`config.mk`:
```
export PLATFORM = sky130hd
export DESIGN_NAME = dma_glb_ctl
export DESIGN_NICKNAME = d
export VERILOG_FILES = /design/src/rtl/dgc_pkg.sv /design/src/rtl/dgc_event_latch.sv /design/src/rtl/dgc_control.sv /design/src/rtl/dgc_clock_enables.sv /design/src/rtl/dgc_doorbell.sv /design/src/rtl/dma_glb_ctl.sv
export SDC_FILE = /design/constraint.sdc
export NUM_CORES = 1
export LEC_CHECK = 0
export BUFFER_PORTS_ARGS = -buffer_cell sky130_fd_sc_hd__buf_4
export CORE_MARGIN = 5
export CORE_UTILIZATION = 45
export CTS_CLUSTER_SIZE = 16
export DETAILED_ROUTE_END_ITERATION = 16
export GPL_TIMING_DRIVEN = 0
export PLACE_DENSITY = 0.83
export SETUP_SLACK_MARGIN = 0.5
export SLEW_MARGIN = 20
export SYNTH_ARGS = -nofsm -noshare
export SYNTH_HDL_FRONTEND = slang
export SYNTH_SLANG_ARGS = --single-unit
```
`constraint.sdc`:
```
create_clock -name clk -period 2.1 [get_ports clk]
set_input_delay 0.21 -clock clk [delete_from_list [all_inputs] [get_ports clk]]
set_output_delay 0.21 -clock clk [all_outputs]
set_load 0.02 [all_outputs]
```
`src/rtl/dgc_pkg.sv`:
```
// Shared constants and types for the DMA global control block.
// Assumes a 32-bit register port and word offsets taken from address bits [4:2].
package dgc_pkg;
    localparam int REG_AW     = 5;
    localparam int DATA_W     = 32;
    localparam int SEL_W      = 3;
    localparam int NUM_REGS   = 1 << SEL_W;

    // Word index of each register (byte offset >> 2).
    localparam logic [SEL_W-1:0] SEL_CTRL  = 3'd0;
    localparam logic [SEL_W-1:0] SEL_PEND  = 3'd1;
    localparam logic [SEL_W-1:0] SEL_DBELL = 3'd2;
    localparam logic [SEL_W-1:0] SEL_RING  = 3'd3;
    localparam logic [SEL_W-1:0] SEL_CKEN  = 3'd4;
    localparam logic [SEL_W-1:0] SEL_CKSET = 3'd5;
    localparam logic [SEL_W-1:0] SEL_CKCLR = 3'd6;
    localparam logic [SEL_W-1:0] SEL_PROG  = 3'd7;

    // Control register bit positions.
    localparam int CB_EN    = 0;
    localparam int CB_AERR  = 2;
    localparam int CB_HALT  = 3;
    localparam int CB_MODEA = 27;
    localparam int CB_MODEB = 31;

    typedef struct packed {
        logic mode_b;
        logic mode_a;
        logic halt;
        logic aerr;
        logic en;
    } glb_ctl_t;
endpackage

```
`src/rtl/dgc_event_latch.sv`:
```
// Per-channel rising-edge detection of the status inputs and the sticky pending vector.
// Assumes status inputs are synchronous to clk. A new event wins over a software clear.
module dgc_event_latch #(
    parameter int NUM_CH = 6
) (
    input  logic              clk,
    input  logic              rst_n,
    input  logic [NUM_CH-1:0] src_term,
    input  logic [NUM_CH-1:0] src_halt,
    input  logic [NUM_CH-1:0] src_aerr,
    input  logic              clr_we,
    input  logic [NUM_CH-1:0] clr_keep,
    output logic [NUM_CH-1:0] pend,
    output logic              any_halt_rise,
    output logic              any_aerr_rise
);
    logic [NUM_CH-1:0] halt_rise;
    logic [NUM_CH-1:0] aerr_rise;

    for (genvar i = 0; i < NUM_CH; i++) begin : g_ch
        logic prev_t, prev_h, prev_a;
        logic rise_t;

        // Remember last sampled status levels for edge detection.
        always_ff @(posedge clk) begin
            if (!rst_n) begin
                prev_t <= 1'b0;
                prev_h <= 1'b0;
                prev_a <= 1'b0;
            end else begin
                prev_t <= src_term[i];
                prev_h <= src_halt[i];
                prev_a <= src_aerr[i];
            end
        end

        assign rise_t       = src_term[i] & ~prev_t;
        assign halt_rise[i] = src_halt[i] & ~prev_h;
        assign aerr_rise[i] = src_aerr[i] & ~prev_a;

        // Sticky pending bit: set by any rising status, cleared by write-0.
        always_ff @(posedge clk) begin
            if (!rst_n) begin
                pend[i] <= 1'b0;
            end else if (rise_t | halt_rise[i] | aerr_rise[i]) begin
                pend[i] <= 1'b1;
            end else if (clr_we && !clr_keep[i]) begin
                pend[i] <= 1'b0;
            end
        end
    end

    assign any_halt_rise = |halt_rise;
    assign any_aerr_rise = |aerr_rise;
endmodule

```
`src/rtl/dgc_control.sv`:
```
// Global control register: enable, two stored mode bits and two sticky summary flags.
// Assumes at most one write per cycle. A hardware flag event wins over a clear.
module dgc_control
    import dgc_pkg::*;
(
    input  logic              clk,
    input  logic              rst_n,
    input  logic              wr_en,
    input  logic [DATA_W-1:0] wdata,
    input  logic              halt_evt,
    input  logic              aerr_evt,
    output glb_ctl_t          ctl,
    output logic [DATA_W-1:0] rd_word
);
    // Plain stored bits load on every control write.
    always_ff @(posedge clk) begin
        if (!rst_n) begin
            ctl.en     <= 1'b0;
            ctl.mode_a <= 1'b0;
            ctl.mode_b <= 1'b0;
        end else if (wr_en) begin
            ctl.en     <= wdata[CB_EN];
            ctl.mode_a <= wdata[CB_MODEA];
            ctl.mode_b <= wdata[CB_MODEB];
        end
    end

    // Summary address-error flag: set by hardware, cleared by writing 0.
    always_ff @(posedge clk) begin
        if (!rst_n) begin
            ctl.aerr <= 1'b0;
        end else if (aerr_evt) begin
            ctl.aerr <= 1'b1;
        end else if (wr_en && !wdata[CB_AERR]) begin
            ctl.aerr <= 1'b0;
        end
    end

    // Summary halt flag: set by hardware, cleared by writing 0.
    always_ff @(posedge clk) begin
        if (!rst_n) begin
            ctl.halt <= 1'b0;
        end else if (halt_evt) begin
            ctl.halt <= 1'b1;
        end else if (wr_en && !wdata[CB_HALT]) begin
            ctl.halt <= 1'b0;
        end
    end

    // Place the fields at their bit positions for read-back.
    always_comb begin
        rd_word           = '0;
        rd_word[CB_EN]    = ctl.en;
        rd_word[CB_AERR]  = ctl.aerr;
        rd_word[CB_HALT]  = ctl.halt;
        rd_word[CB_MODEA] = ctl.mode_a;
        rd_word[CB_MODEB] = ctl.mode_b;
    end
endmodule

```
`src/rtl/dgc_clock_enables.sv`:
```
// Per-channel clock-enable vector with a plain write port and set/clear aliases.
// Assumes the three write strobes are mutually exclusive.
module dgc_clock_enables #(
    parameter int NUM_CH = 6
) (
    input  logic              clk,
    input  logic              rst_n,
    input  logic              wr_plain,
    input  logic              wr_set,
    input  logic              wr_clr,
    input  logic [NUM_CH-1:0] wmask,
    output logic [NUM_CH-1:0] ce
);
    // Update the enable vector according to the selected alias.
    always_ff @(posedge clk) begin
        if (!rst_n) begin
            ce <= '0;
        end else if (wr_plain) begin
            ce <= wmask;
        end else if (wr_set) begin
            ce <= ce | wmask;
        end else if (wr_clr) begin
            ce <= ce & ~wmask;
        end
    end
endmodule

```
`src/rtl/dgc_doorbell.sv`:
```
// Descriptor-fetch doorbell: a written mask becomes a one-cycle request per enabled channel.
// Assumes requests to channels whose clock is off must be dropped.
module dgc_doorbell #(
    parameter int NUM_CH = 6
) (
    input  logic              clk,
    input  logic              rst_n,
    input  logic              ring,
    input  logic [NUM_CH-1:0] wmask,
    input  logic [NUM_CH-1:0] ce,
    output logic [NUM_CH-1:0] req
);
    // Register the gated mask for a single cycle, then self-clear.
    always_ff @(posedge clk) begin
        if (!rst_n) begin
            req <= '0;
        end else if (ring) begin
            req <= wmask & ce;
        end else begin
            req <= '0;
        end
    end
endmodule

```
`src/rtl/dma_glb_ctl.sv`:
```
// Top of the DMA global control block: address decode, read mux, submodule wiring.
// Assumes 1 <= NUM_CH <= 32 and a single write per cycle.
module dma_glb_ctl
    import dgc_pkg::*;
#(
    parameter int NUM_CH = 6
) (
    input  logic              clk,
    input  logic              rst_n,
    input  logic              bus_wr_en,
    input  logic [4:0]        bus_addr,
    input  logic [31:0]       bus_wdata,
    output logic [31:0]       bus_rdata,
    input  logic [NUM_CH-1:0] ch_term,
    input  logic [NUM_CH-1:0] ch_halt,
    input  logic [NUM_CH-1:0] ch_aerr,
    output logic [NUM_CH-1:0] ch_fetch_req,
    output logic [NUM_CH-1:0] ch_clk_en,
    output logic              irq
);
    logic [SEL_W-1:0]    sel;
    logic [NUM_REGS-1:0] wr_sel;
    logic [NUM_CH-1:0]   wmask;
    logic [NUM_CH-1:0]   pend_vec;
    logic [NUM_CH-1:0]   prog_q;
    logic                halt_evt, aerr_evt;
    glb_ctl_t            ctl_q;
    logic [DATA_W-1:0]   ctl_word;
    logic                glb_en, glb_aerr, glb_halt;

    assign sel   = bus_addr[REG_AW-1:2];
    assign wmask = bus_wdata[NUM_CH-1:0];

    // One-hot write select from the word offset.
    always_comb begin
        wr_sel = '0;
        if (bus_wr_en) wr_sel[sel] = 1'b1;
    end

    dgc_control u_ctl (
        .clk      (clk),
        .rst_n    (rst_n),
        .wr_en    (wr_sel[SEL_CTRL]),
        .wdata    (bus_wdata),
        .halt_evt (halt_evt),
        .aerr_evt (aerr_evt),
        .ctl      (ctl_q),
        .rd_word  (ctl_word)
    );

    dgc_event_latch #(.NUM_CH(NUM_CH)) u_evt (
        .clk           (clk),
        .rst_n         (rst_n),
        .src_term      (ch_term),
        .src_halt      (ch_halt),
        .src_aerr      (ch_aerr),
        .clr_we        (wr_sel[SEL_PEND]),
        .clr_keep      (wmask),
        .pend          (pend_vec),
        .any_halt_rise (halt_evt),
        .any_aerr_rise (aerr_evt)
    );

    dgc_clock_enables #(.NUM_CH(NUM_CH)) u_cke (
        .clk      (clk),
        .rst_n    (rst_n),
        .wr_plain (wr_sel[SEL_CKEN]),
        .wr_set   (wr_sel[SEL_CKSET]),
        .wr_clr   (wr_sel[SEL_CKCLR]),
        .wmask    (wmask),
        .ce       (ch_clk_en)
    );

    dgc_doorbell #(.NUM_CH(NUM_CH)) u_db (
        .clk   (clk),
        .rst_n (rst_n),
        .ring  (wr_sel[SEL_RING]),
        .wmask (wmask),
        .ce    (ch_clk_en),
        .req   (ch_fetch_req)
    );

    // Plain per-channel mask register.
    always_ff @(posedge clk) begin
        if (!rst_n) begin
            prog_q <= '0;
        end else if (wr_sel[SEL_PROG]) begin
            prog_q <= wmask;
        end
    end

    assign glb_en   = ctl_q.en;
    assign glb_aerr = ctl_q.aerr;
    assign glb_halt = ctl_q.halt;

    // Aggregated interrupt line.
    assign irq = glb_en & (|pend_vec);

    // Read multiplexer; per-channel values zero-extended to the bus width.
    always_comb begin
        bus_rdata = '0;
        unique case (sel)
            SEL_CTRL:  bus_rdata = ctl_word;
            SEL_PEND:  bus_rdata[NUM_CH-1:0] = pend_vec;
            SEL_DBELL: bus_rdata[NUM_CH-1:0] = ch_fetch_req;
            SEL_CKEN:  bus_rdata[NUM_CH-1:0] = ch_clk_en;
            SEL_PROG:  bus_rdata[NUM_CH-1:0] = prog_q;
            default:   bus_rdata = '0;
        endcase
    end
endmodule

```
==> results by group <==
Floorplan
  – Die Y-Extent: 78.9 microns
  – Die Outline Area: 0.00622 sq mm
  – DIE WIDTH: 78.9 microns
  – Top-level port count: 103
  – Core region area: 0.00466 sq mm
  – Initial Utilization: 0.458
  – Number of core rows: 25

Layout
  – Number of nets in the layout: 367
  – Final core utilization: 0.593
  – Share of post-route cells with drive strength above 1: 0.321
  – Ant. Diodes: 0
  – Final non-filler cell area: 0.00276 sq mm
  – Synthesis-to-layout area growth: 29.4%

Synth
  – Leading area contributor after synthesis: sky130_fd_sc_hd__dfxtp_1
  – Area fraction of the dominant cell type after synthesis: 0.441
  – Summed instance area of the synthesized netlist: 0.00214 sq mm
  – Synthesized-area fraction occupied by and/or/nand/nor cells: 0.245
  – Leading register cell type out of synthesis: sky130_fd_sc_hd__dfxtp_1
  – Most frequent cells after synthesis: 47 x sky130_fd_sc_hd__dfxtp_1, 25 x sky130_fd_sc_hd__buf_4, 22 x sky130_fd_sc_hd__nor2b_1, 21 x sky130_fd_sc_hd__and2_1, 13 x sky130_fd_sc_hd__a21oi_1
  – Xor/xnor cell area share of the yosys netlist: 0
  – Async S/R FF share, synth: 0
  – Mux share of post-synthesis cell area: 0.0439
  – Adder-cell share of the synthesized area: 0
  – Distinct cells, synth: 33
  – Portion of the post-synthesis area used by sequential elements: 0.441
  – Post-Syn Area per Cell: 9.33 sq um
  – Combinational family with the most area after synthesis: simple AND/OR/NAND/NOR gates
  – Top area cells in the synthesized netlist: sky130_fd_sc_hd__dfxtp_1 44%, sky130_fd_sc_hd__buf_4 8.8%, sky130_fd_sc_hd__nor2b_1 6.4%
  – Ys Warns: 0
  – Synth Area in Compound Gates: 0.156
  – EDFF count, synth: 0
  – Cell with the most instances after synthesis: sky130_fd_sc_hd__dfxtp_1
  – Cells after synthesis: 229
  – Post-synthesis sequential element count: 47

Timing
  – Slew headroom: 0.662
  – Share of the cycle needed by the critical path after routing: 0.830
  – Count of final max-slew check failures: 0
  – Number of hold-slack violations in the final timing report: 0
  – Sum Neg Setup Slack: 0 ps
  – Worst-margin pin slew: 507 ps
  – Worst Skew: 11.3 ps
  – Worst Setup Slack, final: 357 ps
  – Time the worst path needs with I/O delays and setup: 1740 ps
  – Top achievable clock speed: 574 MHz
  – Setup repair after global routing missed its margin: true
  – Final Setup Violations: 0

CTS
  – Clock tree from TritonCTS: built
  – Total number of H-tree levels: 2
  – Hold-fix buffers at CTS: 0
  – Clock-pin transition on the worst setup and hold timing paths: 70 ps
  – Clock sink count: 47
  – Number of buffers inserted during clock tree synthesis: 5
  – Insertion delay to the later sink of the worst-skew pair: 290 ps
  – Max clock buf depth: 2
  – Clock tree root buffer cell: sky130_fd_sc_hd__clkbuf_8

Placement
  – Routability cong.: 0.865
  – Place WS: 602 ps
  – Area post-placement: 0.00267 sq mm
  – Detailed placer's ending HPWL: 3980 microns
  – Port Buf Inserts: 50

Setup path
  – Capture point of the worst reg-to-reg path: u_ctl.ctl[2]$_SDFFE_PN0P_
  – Required time of the critical path: 1890 ps
  – Signal arrival time at the worst endpoint: 1530 ps
  – Worst setup path class: reg2out
  – Startpoint type of the worst setup path: flop
  – Crit path max fanout: 3
  – R2R depth: 3
  – Reg2Reg Launch Point: u_evt.g_ch[2].prev_h$_SDFF_PN0_
  – Capturing element type of the critical path: primary output
  – Worst reg2reg setup slack: 1170 ps

Routing
  – Post-DRT Antenna Nets: 0
  – Number of design-rule violations left by the first detailed-router iteration: 143
  – Vias per cell: 5.20
  – DR WL/cell: 14.0 microns
  – Via count: 1881
  – Wirelength, routed: 5070 microns
  – First-pass detailed-route iteration total: 6
  – Remaining design rule violation count: 0

Outcome
  – Outcome: finished, final reports clean

Global route
  – Initial antenna violation count: 0
  – Total grt overflow: 0
  – Global-route wire length before repair: 7760 microns
  – All-layer global routing usage: 0.155
  – Vias in the first global route: 1650
  – Largest net degree at the start of global routing: 13

Hold path
  – Hold Crit Start: ch_aerr[1]
  – Worst Hold Path EP: u_evt.g_ch[1].prev_a$_SDFF_PN0_
  – Instance count along the most critical hold path: 2
  – Tightest Hold Check Type: in2reg

Power and ir drop
  – Leakage Power: 1.28 nW
  – PwrDens: 632 mW/mm^2
  – Maximum resistive drop on vdd: 0.417 mV

Run
  – # Max-Cap Violations: 0
cells by family (layout without fill, tap and decap cells):
logic type	Yosys count	after routing
AND/OR/NAND/NOR	87	87
AO/OA/AOI/OAI	48	48
flip-flops	47	47
buffers and inverters	37	93
multiplexers	9	9
other	1	24
critical path, stage by stage (launching register included):
cell and delay (ps):
sky130_fd_sc_hd__dfxtp_2 330, sky130_fd_sc_hd__or4_1 510, sky130_fd_sc_hd__o31a_1 250, sky130_fd_sc_hd__buf_4 160
how the worst max path moves through the flow:
stage,startpoint,endpoint,slack (ps),depth (start not counted)
detailed placement,bus_addr[3],bus_rdata[3],600,6
global route,u_evt.pend[5]$_SDFFE_PN0P_,irq,310,3
global placement,bus_addr[2],bus_rdata[3],610,6
finish,u_evt.pend[5]$_SDFFE_PN0P_,irq,360,3
CTS,u_evt.pend[5]$_SDFFE_PN0P_,irq,340,3
floorplan,bus_addr[2],bus_rdata[0],690,5
layout by cell type, fill, tap and decap left out, drive strengths merged, types with 7 or more instances in the layout:
cell type,instances
a21oi,13
and2,21
and3,7
buf,81
clkbuf,10
conb,24
dfxtp,47
nand2,9
nor2,10
nor2b,22
nor3,7
o21ai,8
report_power, final:
group	total, W	switching, W	internal, W
logic	0.000318	0.000172	0.000146
clock network	0.000479	0.000257	0.000222
registers	0.000948	0.0000188	0.000930
layer usage:
metal  global-route usage  wire [microns]
met4               0.0636              84
met5                    0               0
met1                0.204            2260
met3               0.0351             408
met2                0.245            2320
area by class of cell:
cell class | count | area (sq um)
tap | 54 | 67.6
multi-input combinational | 168 | 1060
timing repair buffer | 50 | 375
fill | 419 | 1900
buffer | 35 | 233
inverter | 2 | 7.51
clock buffer | 6 | 72.6
sequential | 47 | 945
stage by stage:
| stage | std cells | hold slack [ps] | power (W) |
|---|---|---|---|
| final | 362 | 133 | 0.00175 |
| after global routing | 362 | 118 | 0.00183 |
| after CTS | 362 | 128 | 0.00175 |
| after detailed placement | 356 | 423 | 0.00128 |
| after global placement | 356 | 419 | 0.00127 |
| after floorplan | 252 | 332 | 0.00117 |
what timing repair did:
| action | CTS | global route |
|---|---|---|
| gates resized for setup | 1 | 6 |
| endpoints found under the setup margin | 1 | 4 |
| pin swaps | 0 | 1 |
| buffers inserted | 0 | 0 |
| hold endpoints to repair | 0 | 0 |
Note: power is estimated with default switching activity, not from simulation.
